<file path="src/rtl/spi_irq_pkg.sv">
package spi_irq_pkg;

  localparam int SRC_W = 7;

  localparam logic [7:0] A_STATUS   = 8'h04;
  localparam logic [7:0] A_MASK_SET = 8'h08;
  localparam logic [7:0] A_MASK_CLR = 8'h0C;
  localparam logic [7:0] A_MASK_RD  = 8'h10;
  localparam logic [7:0] A_TX_THR   = 8'h28;
  localparam logic [7:0] A_RX_THR   = 8'h2C;

  localparam int B_OVF  = 0;
  localparam int B_TXLO = 2;
  localparam int B_TXF  = 3;
  localparam int B_RXRD = 4;
  localparam int B_RXF  = 5;
  localparam int B_UNF  = 6;

  localparam logic [SRC_W-1:0] SRC_IMPL    = 7'b1111101;
  localparam logic [SRC_W-1:0] STICKY_BITS = 7'b1000001;

  typedef struct packed {
    logic rx_full;
    logic rx_ready;
    logic tx_full;
    logic tx_below;
  } lvl_flags_t;

  function automatic logic [SRC_W-1:0] pack_status(lvl_flags_t f,
                                                   logic [SRC_W-1:0] sticky);
    logic [SRC_W-1:0] s;
    s          = sticky & STICKY_BITS;
    s[B_TXLO]  = f.tx_below;
    s[B_TXF]   = f.tx_full;
    s[B_RXRD]  = f.rx_ready;
    s[B_RXF]   = f.rx_full;
    return s;
  endfunction

endpackage

</file>
<file path="src/rtl/spi_irq_levels.sv">
module spi_irq_levels
  import spi_irq_pkg::*;
#(
  parameter int DEPTH  = 63,
  parameter int CNT_W  = $clog2(DEPTH + 1),
  parameter int THR_W  = 8
) (
  input  logic [CNT_W-1:0] tx_level,
  input  logic [CNT_W-1:0] rx_level,
  input  logic [THR_W-1:0] tx_thr,
  input  logic [THR_W-1:0] rx_thr,
  output lvl_flags_t       flags
);

  localparam int CMP_W = (CNT_W > THR_W) ? CNT_W : THR_W;

  function automatic logic lvl_below(logic [CNT_W-1:0] lvl, logic [THR_W-1:0] thr);
    return CMP_W'(lvl) < CMP_W'(thr);
  endfunction

  function automatic logic lvl_at_full(logic [CNT_W-1:0] lvl);
    return 32'(lvl) == DEPTH;
  endfunction

  always_comb begin
    flags.tx_below = lvl_below(tx_level, tx_thr);
    flags.tx_full  = lvl_at_full(tx_level);
    flags.rx_ready = !lvl_below(rx_level, rx_thr);
    flags.rx_full  = lvl_at_full(rx_level);
  end

  // a full transmit FIFO never reads as below a reachable threshold
  always_comb begin
    if (32'(tx_thr) <= DEPTH) begin
      a_r3_full_not_below: assert (!(flags.tx_full && flags.tx_below));
    end
  end

endmodule

</file>
<file path="src/rtl/spi_irq_sticky.sv">
module spi_irq_sticky (
  input  logic clk,
  input  logic rst_n,
  input  logic set_i,
  input  logic clr_i,
  output logic q_o
);

  always_ff @(posedge clk or negedge rst_n) begin
    if (!rst_n)      q_o <= 1'b0;
    else if (set_i)  q_o <= 1'b1;
    else if (clr_i)  q_o <= 1'b0;
  end

  a_r5_sets_next: assert property (@(posedge clk) disable iff (!rst_n)
    set_i |=> q_o);
  a_r5_holds: assert property (@(posedge clk) disable iff (!rst_n)
    (q_o && !clr_i) |=> q_o);
  a_r7_w1c_clears: assert property (@(posedge clk) disable iff (!rst_n)
    (clr_i && !set_i) |=> !q_o);

endmodule

</file>
<file path="src/rtl/spi_irq_regs.sv">
module spi_irq_regs
  import spi_irq_pkg::*;
#(
  parameter int DATA_W = 8,
  parameter int THR_W  = DATA_W
) (
  input  logic              clk,
  input  logic              rst_n,
  input  logic              reg_we,
  input  logic [7:0]        reg_addr,
  input  logic [DATA_W-1:0] reg_wdata,
  output logic [SRC_W-1:0]  mask_o,
  output logic [THR_W-1:0]  tx_thr_o,
  output logic [THR_W-1:0]  rx_thr_o,
  output logic [SRC_W-1:0]  sticky_clr_o
);

  logic wr_set, wr_clr, wr_stat, wr_txt, wr_rxt;
  logic [SRC_W-1:0] wbits;

  assign wr_set  = reg_we && (reg_addr == A_MASK_SET);
  assign wr_clr  = reg_we && (reg_addr == A_MASK_CLR);
  assign wr_stat = reg_we && (reg_addr == A_STATUS);
  assign wr_txt  = reg_we && (reg_addr == A_TX_THR);
  assign wr_rxt  = reg_we && (reg_addr == A_RX_THR);
  assign wbits   = reg_wdata[SRC_W-1:0];

  assign sticky_clr_o = wr_stat ? (wbits & STICKY_BITS) : '0;

  always_ff @(posedge clk or negedge rst_n) begin
    if (!rst_n) begin
      mask_o <= '0;
    end else if (wr_set) begin
      mask_o <= (mask_o | wbits) & SRC_IMPL;
    end else if (wr_clr) begin
      mask_o <= mask_o & ~wbits;
    end
  end

  always_ff @(posedge clk or negedge rst_n) begin
    if (!rst_n) begin
      tx_thr_o <= THR_W'(1);
      rx_thr_o <= THR_W'(1);
    end else begin
      if (wr_txt) tx_thr_o <= reg_wdata[THR_W-1:0];
      if (wr_rxt) rx_thr_o <= reg_wdata[THR_W-1:0];
    end
  end

  a_r9_mask_or: assert property (@(posedge clk) disable iff (!rst_n)
    wr_set |=> ((mask_o & $past(wbits & SRC_IMPL)) == $past(wbits & SRC_IMPL)));
  a_r9_mask_clear: assert property (@(posedge clk) disable iff (!rst_n)
    wr_clr |=> ((mask_o & $past(wbits)) == '0));

endmodule

</file>
<file path="src/rtl/spi_fifo_irq_unit.sv">
module spi_fifo_irq_unit
  import spi_irq_pkg::*;
#(
  parameter int DEPTH  = 63,
  parameter int DATA_W = 8,
  parameter int CNT_W  = $clog2(DEPTH + 1)
) (
  input  logic              clk,
  input  logic              rst_n,
  input  logic              reg_we,
  input  logic [7:0]        reg_addr,
  input  logic [DATA_W-1:0] reg_wdata,
  output logic [DATA_W-1:0] reg_rdata,
  input  logic [CNT_W-1:0]  tx_level,
  input  logic [CNT_W-1:0]  rx_level,
  input  logic              rx_push,
  input  logic              shift_req,
  input  logic              xfer_active,
  output logic              irq
);

  localparam int THR_W = DATA_W;

  logic [SRC_W-1:0] mask_q, sticky_clr, sticky_evt, sticky_q, status;
  logic [THR_W-1:0] tx_thr, rx_thr;
  lvl_flags_t       flags;
  logic             ovf_evt, unf_evt, pend_any;

  spi_irq_regs #(.DATA_W(DATA_W), .THR_W(THR_W)) u_regs (
    .clk         (clk),
    .rst_n       (rst_n),
    .reg_we      (reg_we),
    .reg_addr    (reg_addr),
    .reg_wdata   (reg_wdata),
    .mask_o      (mask_q),
    .tx_thr_o    (tx_thr),
    .rx_thr_o    (rx_thr),
    .sticky_clr_o(sticky_clr)
  );

  spi_irq_levels #(.DEPTH(DEPTH), .CNT_W(CNT_W), .THR_W(THR_W)) u_levels (
    .tx_level(tx_level),
    .rx_level(rx_level),
    .tx_thr  (tx_thr),
    .rx_thr  (rx_thr),
    .flags   (flags)
  );

  // error events, named for the checkers
  assign ovf_evt = rx_push && flags.rx_full;
  assign unf_evt = shift_req && xfer_active && (tx_level == '0);

  always_comb begin
    sticky_evt         = '0;
    sticky_evt[B_OVF]  = ovf_evt;
    sticky_evt[B_UNF]  = unf_evt;
  end

  for (genvar g = 0; g < SRC_W; g++) begin : g_src
    if (STICKY_BITS[g]) begin : g_sticky
      spi_irq_sticky u_bit (
        .clk  (clk),
        .rst_n(rst_n),
        .set_i(sticky_evt[g]),
        .clr_i(sticky_clr[g]),
        .q_o  (sticky_q[g])
      );
    end else begin : g_live
      assign sticky_q[g] = 1'b0;
    end
  end

  assign status   = pack_status(flags, sticky_q);
  assign pend_any = |(status & mask_q);

  always_ff @(posedge clk or negedge rst_n) begin
    if (!rst_n) irq <= 1'b0;
    else        irq <= pend_any;
  end

  always_comb begin
    unique case (reg_addr)
      A_STATUS:  reg_rdata = DATA_W'(status);
      A_MASK_RD: reg_rdata = DATA_W'(mask_q);
      A_TX_THR:  reg_rdata = tx_thr;
      A_RX_THR:  reg_rdata = rx_thr;
      default:   reg_rdata = '0;
    endcase
  end

  a_r12_no_mask_no_irq: assert property (@(posedge clk) disable iff (!rst_n)
    (mask_q == '0) |=> !irq);
  a_r6_underflow_latched: assert property (@(posedge clk) disable iff (!rst_n)
    unf_evt |=> sticky_q[B_UNF]);

endmodule

</file>
<file path="config.mk">
export PLATFORM = sky130hd
export DESIGN_NAME = spi_fifo_irq_unit
export DESIGN_NICKNAME = d
export VERILOG_FILES = /design/src/rtl/spi_irq_pkg.sv /design/src/rtl/spi_irq_levels.sv /design/src/rtl/spi_irq_sticky.sv /design/src/rtl/spi_irq_regs.sv /design/src/rtl/spi_fifo_irq_unit.sv
export SDC_FILE = /design/constraint.sdc
export NUM_CORES = 1
export LEC_CHECK = 0
export CORE_UTILIZATION = 41
export CTS_CLUSTER_DIAMETER = 150
export DETAILED_ROUTE_END_ITERATION = 6
export PLACE_DENSITY = 0.69
export SLEW_MARGIN = 20
export SYNTH_ARGS = -nofsm -noshare
export SYNTH_HDL_FRONTEND = slang
export SYNTH_SLANG_ARGS = --single-unit
export TNS_END_PERCENT = 20
</file>
<file path="constraint.sdc">
create_clock -name clk -period 3.6 [get_ports clk]
set_input_delay 0.72 -clock clk [delete_from_list [all_inputs] [get_ports clk]]
set_output_delay 0.72 -clock clk [all_outputs]
set_load 0.03 [all_outputs]
</file>
==> out/metrics.cfg <==
[die]
row_count = 22
dieArea_mm2 = 0.00417
die_width_um = 64.6
floorplan.initialDensity = 0.432
io_pins = 43
coreArea_mm2 = 0.00372
die_height_um = 64.6

[route]
drc = 0
detail_route.wl_per_cell_um = 16.9
detailedRoute.firstIterationViolations = 148
drt-vias-per-instance = 5.74
postRouteWirelength_um = 4230
antenna_violating_nets_post_route = 0
drt_pass1_iterations = 4
route.vias.total = 1440

[yosys]
synth_area_leaders = dfrtp_1, mux2_2, ha_1
ys_async_rst_share = 1.00
synth-seq-area-share = 0.407
post_synth_edffs = 0
synthDistinctLibCells = 36
synthesis.yosys.warnings = 0
synthDominantAreaCellType = dfrtp_1
post_synth_instance_area_mm2 = 0.00161
synth_fp_nets = 203
synthesized_flop_and_latch_total = 26
post_synthesis_instance_total = 159
synth-main-ff-cell = dfrtp_1
synth_top_area_frac = 0.374
post_synth.cell_area_avg_um2 = 10.1

[timing]
setup-tns-final_ns = 0
timing.final.crit_share = 0.879
rsz_0062_raised_after_global_routing = no
max_slew_violations = 0
fin_crit_ns = 3.17
maxSlewHeadroom = 0.705
setup_viol = 0
final-hold-violation-count = 0
clock.fmax_mhz = 316
timing_worst_slew_pin_value_ns = 0.442
finalClockSkew_ns = 0.00694

[global_routing]
grt_max_degree = 27
vias_in_the_first_global_route = 1491
grt_overflow = 0
first_pass_grt_wire_length_um = 7110
antenna_found_initial = 0
grt.total_usage = 0.222

[clocking]
clk_pin_slew_ns = 0.10
cts_hold_repair.buffers = 0
tritoncts.num_buffers = 3
clock_path_buffers = 2
post_cts_buffers = 0
cts_root_buffer = clkbuf_8
cts_resized = 0
cts_htree_levels = 1
cts_tree = yes
insertion_delay_ns = 0.27
clock_sink_count = 26

[power_and_ir_drop]
leakagePower_nw = 0.980
power.density_mw_per_mm2 = 299
vdd_drop_max_uv = 225
power.total_uw = 632

[finish]
nNetsFinal = 248
flow.area_growth_from_synthesis_pct = 31.9
final_cell_mix = clkdlybuf4s50_1, dfrtp_1, nand2_1, nor2_1, mux2_2
drive_above_1_share = 0.182
final_cell_count_no_fill = 251
post-route-util = 0.570
layout_commonest_cell = clkdlybuf4s50_1
antenna_cells = 0

[critical_path]
max_stage_delay_ns = 0.44
endpoint_kind = primary output
origin_of_the_critical_flop_to_flop_path = u_regs.rx_thr_o[1]$_DFFE_PN0P_
cp_max_fo = 8
crit_family = simple AND/OR/NAND/NOR gates
slowest_stage = clkdlybuf4s50_1
reg2reg_end = irq$_DFF_PN0_
critPathArrivalTime_ns = 2.45
worstPathBufferInverterCount = 2
cp_data_required_time_ns = 2.88
worst_r2r_path_depth = 6
ff2ff_setup_slack_ns = 1.90
path_class = in2out
critical_path.startpoint_type = primary input
path_cells = clkdlybuf4s50_1 > nor4_4 > and4b_1 > nand3_1 > o211ai_1 > buf_4

[placement]
dpl.hpwl_um = 3330
placement.io_buffers = 42
gpl.final_weighted_congestion = 0.880
place_inst = 247

[job]
cap_violations = 0

[run_status]
outcome = completed

[hold_path]
class_of_the_tightest_hold_or_removal_check = reg2reg
holdPathStages = 1

==> layer usage <==
metal	global-route usage	share of wire	wire length (um)	up-vias
met2	0.376	0.48	2020	79
met5	0	0	0	-
li1	-	-	-	671
met3	0.0405	0.086	364	8
met4	0.0639	0.016	66	0
met1	0.287	0.42	1780	682
==> per-stage QoR <==
step,hold slack [ns],setup slack (ns),cell area (um2)
final,0.507,0.435,2120
after global routing,0.537,0.329,2120
after CTS,0.509,0.440,2120
after detailed placement,0.487,0.445,2060
after global placement,0.490,0.469,2060
after floorplan,0.424,0.802,1610
==> cell usage after synthesis (all sizes together) (2+ instances only) <==
| library cell | n |
|---|---|
| clkbuf | 2 |
| nand2b | 4 |
| nand4 | 3 |
| nor3 | 2 |
| ha | 10 |
| a211oi | 4 |
| nor4 | 3 |
| o21ai | 7 |
| dfstp | 2 |
| o211ai | 2 |
| a221o | 3 |
| a22o | 2 |
| and3 | 2 |
| buf | 4 |
| nand2 | 16 |
| a22oi | 9 |
| nand3 | 3 |
| a21o | 6 |
| mux2 | 16 |
| dfrtp | 24 |
| nor2 | 17 |
| inv | 10 |
==> worst max path at each step <==
stage | end | depth (start not counted) | slack [ns] | start
2_1_floorplan | reg_rdata[0] | 3 | 0.80 | reg_addr[3]
3_3_place_gp | reg_rdata[7] | 5 | 0.47 | reg_addr[1]
3_5_place_dp | reg_rdata[4] | 6 | 0.44 | reg_addr[1]
4_1_cts | reg_rdata[4] | 6 | 0.44 | reg_addr[1]
5_1_grt | reg_rdata[6] | 6 | 0.33 | reg_addr[1]
6_report | reg_rdata[4] | 6 | 0.43 | reg_addr[1]
==> cell type report <==
class                      instances  area, um2
tap                               48       60.1
inverter                          10       37.5
fill                             330       1600
multi-input combinational        117        878
sequential                        26        653
timing repair buffer              46        433
clock buffer                       4       55.1
==> power breakdown <==
part,leakage (nW),switching [mW],internal (mW)
sequential,0.350,0.0150,0.309
clock,0.0288,0.0950,0.0978
combinational,0.601,0.0508,0.0644
total,0.980,0.161,0.471
==> cells by family (layout without fill, tap and decap cells) <==
| group | Yosys count | in the layout | share of synthesized area |
|---|---|---|---|
| AO/OA/AOI/OAI | 37 | 37 | 0.171 |
| adder cells (fa/ha/maj) | 10 | 10 | 0.0779 |
| buffers and inverters | 16 | 60 | 0.0460 |
| flip-flops | 26 | 26 | 0.407 |
| multiplexers | 17 | 17 | 0.118 |
| AND/OR/NAND/NOR | 53 | 53 | 0.180 |
No activity file was read; power rests on OpenSTA's default activity.
